### config.mk
export PLATFORM = sky130hd
export DESIGN_NAME = prot_supervisor
export DESIGN_NICKNAME = d
export VERILOG_FILES = /design/src/rtl/prot_supervisor.sv
export SDC_FILE = /design/constraint.sdc
export NUM_CORES = 1
export LEC_CHECK = 0
export BUFFER_PORTS_ARGS = -buffer_cell sky130_fd_sc_hd__buf_4
export CORE_MARGIN = 1
export CORE_UTILIZATION = 25
export DETAILED_ROUTE_END_ITERATION = 6
export SLEW_MARGIN = 0
export SYNTH_ARGS = -nofsm -noshare
export SYNTH_HDL_FRONTEND = slang
export SYNTH_SLANG_ARGS = --single-unit
### constraint.sdc
create_clock -name clk -period 1.9 [get_ports clk]
set_input_delay 0.285 -clock clk [delete_from_list [all_inputs] [get_ports clk]]
set_output_delay 0.285 -clock clk [all_outputs]
set_load 0.02 [all_outputs]
### src/rtl/prot_supervisor.sv
module prot_supervisor #(
  parameter int SS_CYCLES  = 50000,
  parameter int OLP_CYCLES = 520000,
  parameter int OVP_CYCLES = 1500,
  parameter int BLANK_SLOW = 40,
  parameter int BLANK_FAST = 15,
  parameter bit FAST       = 1'b0,
  localparam int SS_W      = $clog2(SS_CYCLES + 1)
) (
  input  logic            clk,
  input  logic            rst_n,
  input  logic            sup_on,
  input  logic            sup_pwm,
  input  logic            sup_run,
  input  logic            sup_ovp,
  input  logic            fb_open,
  input  logic            out_ovp,
  input  logic            otp,
  input  logic            gate,
  output logic            hv_en,
  output logic            pwm_en,
  output logic [SS_W-1:0] ss_level,
  output logic            fault_latched,
  output logic [2:0]      fault_cause,
  output logic [2:0]      state
);
  localparam int BLANK = FAST ? BLANK_FAST : BLANK_SLOW;
  localparam int OL_W  = $clog2(OLP_CYCLES + 1);
  localparam int OV_W  = $clog2(OVP_CYCLES + 1);
  localparam int BL_W  = $clog2(BLANK + 1);

  typedef enum logic [2:0] {
    S_OFF = 3'd0, S_START = 3'd1, S_SOFT = 3'd2,
    S_RUN = 3'd3, S_PWMOFF = 3'd4, S_LATCH = 3'd5
  } st_t;

  st_t st, st_nx;
  logic [SS_W-1:0] ss_cnt;
  logic [OL_W-1:0] olp_cnt;
  logic [OV_W-1:0] vov_cnt, oov_cnt;
  logic [BL_W-1:0] blank_cnt;
  logic [2:0]      cause_q;

  wire active   = (st == S_SOFT) || (st == S_RUN);
  wire window   = !gate && (blank_cnt == BL_W'(BLANK));
  wire vdd_trip = active && sup_ovp && (vov_cnt == OV_W'(OVP_CYCLES - 1));
  wire out_trip = active && window && out_ovp && (oov_cnt == OV_W'(OVP_CYCLES - 1));
  wire olp_trip = active && fb_open && (olp_cnt == OL_W'(OLP_CYCLES - 1));
  wire latch_now = active && (otp || vdd_trip || out_trip);

  always_comb begin
    st_nx = st;
    case (st)
      S_OFF:    if (sup_run) st_nx = S_START;
      S_START:  if (!sup_run) st_nx = S_OFF;
                else if (sup_on) st_nx = S_SOFT;
      S_SOFT, S_RUN:
                if (latch_now) st_nx = S_LATCH;
                else if (olp_trip || !sup_pwm) st_nx = S_PWMOFF;
                else if (st == S_SOFT && ss_cnt == SS_W'(SS_CYCLES)) st_nx = S_RUN;
      S_PWMOFF: if (!sup_run) st_nx = S_OFF;
      default:  st_nx = st;
    endcase
  end

  always_ff @(posedge clk or negedge rst_n) begin
    if (!rst_n) begin
      st        <= S_OFF;
      ss_cnt    <= '0;
      olp_cnt   <= '0;
      vov_cnt   <= '0;
      oov_cnt   <= '0;
      blank_cnt <= '0;
      cause_q   <= '0;
    end else begin
      st <= st_nx;
      if (st_nx == S_SOFT)     ss_cnt <= (st == S_SOFT) ? ss_cnt + 1'b1 : '0;
      else if (st_nx == S_RUN) ss_cnt <= SS_W'(SS_CYCLES);
      else                     ss_cnt <= '0;
      if (!(active && fb_open))                olp_cnt <= '0;
      else if (olp_cnt != OL_W'(OLP_CYCLES))   olp_cnt <= olp_cnt + 1'b1;
      if (!(active && sup_ovp))                vov_cnt <= '0;
      else if (vov_cnt != OV_W'(OVP_CYCLES))   vov_cnt <= vov_cnt + 1'b1;
      if (!active)                             oov_cnt <= '0;
      else if (window && !out_ovp)             oov_cnt <= '0;
      else if (window && oov_cnt != OV_W'(OVP_CYCLES)) oov_cnt <= oov_cnt + 1'b1;
      if (gate)                                blank_cnt <= '0;
      else if (blank_cnt != BL_W'(BLANK))      blank_cnt <= blank_cnt + 1'b1;
      if (latch_now && st != S_LATCH)          cause_q <= {otp, out_trip, vdd_trip};
    end
  end

  assign hv_en         = (st == S_OFF || st == S_START) && !sup_on;
  assign pwm_en        = active;
  assign ss_level      = ss_cnt;
  assign fault_latched = (st == S_LATCH);
  assign fault_cause   = cause_q;
  assign state         = st;

  AST_HV_QUIET_WHEN_PWM: assert property (@(posedge clk) disable iff (!rst_n)
    pwm_en |-> !hv_en);
  AST_SS_STARTS_ZERO: assert property (@(posedge clk) disable iff (!rst_n)
    $rose(pwm_en) |-> ss_level == '0);
  AST_UV_DROPS_PWM: assert property (@(posedge clk) disable iff (!rst_n)
    (active && !sup_pwm) |=> !pwm_en);
  AST_OTP_LATCHES: assert property (@(posedge clk) disable iff (!rst_n)
    (active && otp) |=> fault_latched);
  AST_LATCH_STICKY: assert property (@(posedge clk) disable iff (!rst_n)
    fault_latched |=> fault_latched && !pwm_en && !hv_en && $stable(fault_cause));
  AST_CAUSE_PRESENT: assert property (@(posedge clk) disable iff (!rst_n)
    fault_latched |-> fault_cause != 3'd0);
endmodule

* Word level (Yosys, flattened, before mapping)
Index checks and enable logic that the tools add are counted.
** Word-level totals
- Register bits after elaboration :: 69
- Input port bits :: 10
- Output and inout port bits :: 25
- Logic and storage cells :: 78
** Cells by class
- Add/sub/neg operators :: 5
- Equal/unequal tests :: 20
- Muxes and demuxes :: 20
- Reductions and logical operators :: 26
** Operator list (number)
- 11-bit 2-to-1 mux :: 5
- 16-bit 2-to-1 mux :: 3
- 19-bit 2-to-1 mux :: 2
- 11-bit by 1-bit adder with 11-bit output (second input constant) :: 2
- 11-bit equality test (second input constant) :: 2
- 11-bit inequality test (second input constant) :: 2
- 3-bit 2-to-1 mux :: 7
- 19-bit by 1-bit adder with 19-bit output (second input constant) :: 1
- 19-bit equality test (second input constant) :: 1
- 19-bit inequality test (second input constant) :: 1
- 16-bit by 1-bit adder with 16-bit output (second input constant) :: 1
- 16-bit equality test (second input constant) :: 1
- 1-bit logical AND :: 14
- 3-bit by 2-bit equality test with 1-bit output (second input constant) :: 4
- 6-bit 2-to-1 mux :: 2
- 3-bit one-hot mux with 4 select lines :: 1
- 6-bit by 1-bit adder with 6-bit output (second input constant) :: 1
- 3-bit equality test (second input constant) :: 2
- 6-bit equality test (second input constant) :: 1
- 6-bit inequality test (second input constant) :: 1
- 1-bit logical OR :: 5
- 1-bit logical NOT :: 4
- 2-bit by 1-bit inequality test with 1-bit output (second input constant) :: 2
- 3-bit by 1-bit equality test with 1-bit output (second input constant) :: 1
- other kinds (5) :: 5

* Longest topological paths before layout
- Depth in word-level cells :: 12
- Depth in mapped cells :: 9
- Gate-level depth less buffers :: 8

* Worst setup path after synthesis
OpenSTA, ideal clock, no wires.
- Path type :: register to register
- Start point :: register st[2], in the netlist state[2]
- End point :: register ss_cnt[0], in the netlist ss_level[0]
- Arrival time :: 1.953 ns
- Path slack :: -0.191 ns
- Stages on the path, launching flop included :: 10
- Path buffers :: 1
- Period minus slack after synthesis :: 2.091 ns
- Cells stage by stage :: dfrtp_1 > clkbuf_1 > inv_2 > nand2_1 > inv_2 > nand4b_1 > o311a_4 > o211a_4 > inv_2 > nor3_1
** Between the ends
- Word-level cells in the longest chain between the ends :: 11
- Elaborated cells on any way between the ends :: 30
- Classes of those cells :: 5 x eq/ne; 10 x mux; 15 x reduce/logical
** Ends and longest elaborated chain
- from (decl) :: RTL line 37 : st_t st, st_nx;
- from (signal assigned) :: RTL line 76 : st <= st_nx;
- 3-bit by 2-bit equality test with 1-bit output :: RTL line 44 : wire active = (st == S_SOFT) || (st == S_RUN);
- 1-bit logical OR * :: RTL line 44
- via pwm_en :: RTL line 21 : output logic pwm_en,
- 1-bit logical AND, on equally long branches (2 in series) :: RTL line 46, 47
- 1-bit logical OR or 1-bit logical AND (tied branches) :: RTL line 49, 47
- 1-bit logical OR :: RTL line 49 : wire latch_now = active && (otp || vdd_trip || out_trip);
- 1-bit logical AND :: RTL line 49
- 3-bit 2-to-1 mux * :: RTL line 58 : if (latch_now) st_nx = S_LATCH;
- 3-bit one-hot mux with 4 select lines * :: RTL line 53 : case (st)
- via st_nx[0] :: RTL line 37
- 3-bit by 2-bit equality test with 1-bit output * :: RTL line 77 : if (st_nx == S_SOFT) ss_cnt <= (st == S_SOFT) ? ss_cnt + 1'b1 : '0;
- 16-bit 2-to-1 mux * :: RTL line 77
- to (signal assigned) :: RTL line 77
- to (signal assigned) :: RTL line 78 : else if (st_nx == S_RUN) ss_cnt <= SS_W'(SS_CYCLES);
- to (decl) :: RTL line 38 : logic [SS_W-1:0] ss_cnt;
Mark *: on every way through the listed nets, which the timed path passes. The rest lies on a longest branch.
A chain may end at the register's enable or synchronous reset.

* Final worst setup path
- Start point :: register olp_cnt[1]
- End point :: register ss_cnt[0], in the netlist ss_level[0]
** Between the ends
- Word-level cells in the longest chain between the ends :: 8
** Ends and longest elaborated chain
- from (decl) :: RTL line 39 : logic [OL_W-1:0] olp_cnt;
- from (signal assigned) :: RTL line 81 : else if (olp_cnt != OL_W'(OLP_CYCLES)) olp_cnt <= olp_cnt + 1'b1;
- 19-bit equality test :: RTL line 48 : wire olp_trip = active && fb_open && (olp_cnt == OL_W'(OLP_CYCLES - 1));
- 1-bit logical AND :: RTL line 48
- 1-bit logical OR :: RTL line 59 : else if (olp_trip || !sup_pwm) st_nx = S_PWMOFF;
- 3-bit 2-to-1 mux :: RTL line 59
- 3-bit 2-to-1 mux :: RTL line 58
- 3-bit one-hot mux with 4 select lines :: RTL line 53
- via st_nx[0] :: RTL line 37
- 3-bit by 2-bit equality test with 1-bit output :: RTL line 77
- 16-bit 2-to-1 mux :: RTL line 77
The timed path passes the listed nets, and every way through them passes these cells.

==> impl_metrics.py <==
metrics = {
    "sta": {
        "rsz0062_at_grt": "yes",
        "worst_slew_pin_slew_ps": 388,
        "hold_viol": 0,
        "max_freq_mhz": 524,
        "holdWs_ps": 163,
        "setup_viol": 2,
        "fin_crit_sh": 1.01,
        "relSlewSlack": 0.739,
        "fin_crit_ps": 1910,
        "setup_ws_ps": -10.0,
        "slew_viol_final": 0,
        "clock_skew_ps": 6.64,
    },
    "synth": {
        "postSynthCellCount": 380,
        "ys.flop_type": "dfrtp_1",
        "synth_area_sq_um": 3660,
        "synth.distinct_cells": 51,
        "synthTopCellsByArea": "dfrtp_1, xnor2_1, nor2_1, xor2_1, ha_1",
        "yosys.area.top_type": "dfrtp_1",
        "yosysWarnings": 0,
        "synth_edf_count": 0,
        "ys_seq_elements": 69,
        "synthArstFlopShare": 1.00,
        "synth_top_area_frac": 0.471,
        "yosys-top-cells-count": "dfrtp_1, nor2_1, xnor2_1",
        "syn_avg_cell_area_sq_um": 9.64,
        "synth_nets": 400,
        "seq_area_frac_synth": 0.471,
        "yosysMostFrequentCell": "dfrtp_1",
    },
    "critical_path": {
        "r2r-start": "olp_cnt[1]$_DFFE_PN0P_",
        "rr_worst_depth": 7,
        "crit_path_cell_trace": "ha_2 -> nand4_4 -> or4_4 -> o2111ai_4 -> o211a_4 -> inv_4 -> nor3_1",
        "worstSetupPathType": "reg -> reg",
        "cp_slowest_cell": "or4_4",
        "arrival_ps": 2160,
        "startpoint_type": "flop",
        "r2r-end": "ss_level[0]$_DFF_PN0_",
        "cp.required_ps": 2150,
        "crit_start": "olp_cnt[1]$_DFFE_PN0P_",
        "cp-end-kind": "flop",
        "cp_slowest_stage_delay_ps": 520,
        "endpoint": "ss_level[0]$_DFF_PN0_",
        "ff2ff_setup_slack_ps": -10,
        "cp_max_fo": 7,
    },
    "floorplanning": {
        "dieWidth_microns": 123,
        "initial_utilization": 0.260,
        "placementRows": 43,
        "die_height_microns": 123,
        "core_area_sq_um": 14100,
        "die_area_sq_um": 15100,
        "ioPinCount": 35,
    },
    "min_path": {
        "hold_path.class": "in -> reg",
        "min_from": "gate",
    },
    "place": {
        "hpwl_microns": 6110,
        "place_inst": 639,
        "port_buffers": 34,
        "gp_congestion": 0.787,
        "dpl_cell_area_sq_um": 4520,
    },
    "run_status": {
        "violations": "negative setup slack",
        "run_status": "finished with violations",
    },
    "pwr": {
        "finalPower_w": 0.00390,
        "ir_drop_mv": 0.552,
        "power.density_nw_per_um2": 790,
        "p_leak_nw": 2.07,
    },
    "global_routing": {
        "gr-usage-met1": 0.154,
        "antenna_found_initial": 0,
        "grt_use_met3": 0.0415,
        "overflow": 0,
        "gr-usage-met2": 0.192,
        "grt_util_all_layers": 0.122,
        "top_usage_layer": "met2",
        "grt_pass1_wl_microns": 14300,
        "grt_pass1_vias": 2950,
        "grt_max_degree": 28,
    },
    "clock_tree": {
        "clock-sinks": 69,
        "clock_latency_ps": 340,
        "path_clk_slew_ps": 60,
        "cts_tree": "done",
        "cts_buffer_depth": 2,
        "cts_root_buffer": "clkbuf_16",
        "numCtsBuffers": 9,
        "cts_max_level": 3,
    },
    "routing": {
        "drtAntennaViolNets": 0,
        "dr.first_iter.drc_count": 91,
        "first_pass_iters": 4,
        "vias": 3088,
        "wire_per_inst_microns": 13.1,
        "viasPerCell": 4.67,
        "drc": 0,
        "wl_microns": 8650,
    },
    "run": {
        "max_cap_violations": 0,
    },
    "layout": {
        "n_fill_cell": 1434,
        "regArea_sq_um": 1730,
        "fin_area_sq_um": 4940,
        "area_growth_pct": 34.8,
        "diodes": 0,
        "multi_input_area_sq_um": 1930,
        "stdcell_count": 661,
        "layout-drive-gt1-share": 0.274,
        "fin_nets": 496,
    },
}
-- how the worst min path moves through the flow --
stage                                to  slack (ps)  cells past startpoint
6_report       blank_cnt[0]$_DFFE_PN0P_         160                      2
3_5_place_dp     vov_cnt[1]$_DFFE_PN0P_         240                      1
2_1_floorplan  blank_cnt[0]$_DFFE_PN0P_         -10                      0
3_3_place_gp     vov_cnt[4]$_DFFE_PN0P_         230                      1
5_1_grt        blank_cnt[5]$_DFFE_PN0P_         170                      2
4_1_cts        blank_cnt[4]$_DFFE_PN0P_         160                      2
-- stage by stage --
stage                      util  setup TNS [ps]  setup WS (ps)
after global routing      0.350            -787           -108
after detailed placement  0.321           -1480           -119
after floorplan               -            -263          -77.5
after CTS                 0.343           -40.1          -17.0
final                     0.350           -11.6          -10.0
after global placement    0.321            -894          -79.5
-- what timing repair did --
item,in CTS,in global routing
setup buffers,1,3
pin swaps,6,3
hold endpoints to repair,25,0
cloned,0,1
resized for setup,6,13
hold buffers,1,0
setup endpoints to repair,20,21
-- state kept, by name, summed over array words and instances, names as in the netlist --
register	cells
olp_cnt	19
ss_level	16
oov_cnt	11
vov_cnt	11
blank_cnt	6
fault_cause	3
state	3
-- routing by layer --
metal | part of all wire | routed length [microns] | vias to the layer above
li1 | - | - | 1521
met1 | 0.47 | 4080 | 1501
met2 | 0.47 | 4040 | 53
met3 | 0.042 | 367 | 13
met4 | 0.019 | 163 | 0
met5 | 0 | 0 | -
-- where the power goes --
group	internal, W	switching [W]	total (W)
logic	0.000336	0.000446	0.000781
registers	0.00154	0.000102	0.00164
clock network	0.000873	0.000607	0.00148
-- final cells by class --
cell class	count	share of cell area
multi-input cells	282	0.390
flip-flops and latches	69	0.350
repair buffers	92	0.144
clock buffers	11	0.0471
well taps	180	0.0456
inverters	22	0.0177
clock inverters	5	0.00558
-- worst max-delay path, delay by kind of cell (launching register included) --
family	cells	cell delay, ps
DFF	1	350
adders and majority gates	1	210
AOI/OAI and AO/OA	2	440
and+or+nand+nor	3	780
buffers and inverters	1	50
-- cell families after synthesis --
logic type      after synthesis  share of synthesized area
compound gates               39                     0.0762
fa+ha+maj                    10                     0.0342
simple gates                182                      0.265
mux                           3                    0.00820
flops                        69                      0.471
xor+xnor                     48                      0.115
buf+inv                      29                     0.0297
-- layout by cell type (no fill, tap or decap), types with 3 or more instances in the layout --
master,instances
a21oi_1,15
dfrtp_1,68
nand3_1,21
nor4b_1,4
nor4_1,7
ha_1,9
or3_1,5
o21ai_0,9
or2_2,3
mux2i_1,3
xnor2_1,31
inv_1,19
nand3b_1,5
nand4_1,11
xor2_1,17
and3_1,5
nand2_1,28
and4_1,4
buf_4,87
clkbuf_16,9
nor3_1,11
clkinv_2,4
nor2_1,54
Note: power is estimated with default switching activity, not from simulation.
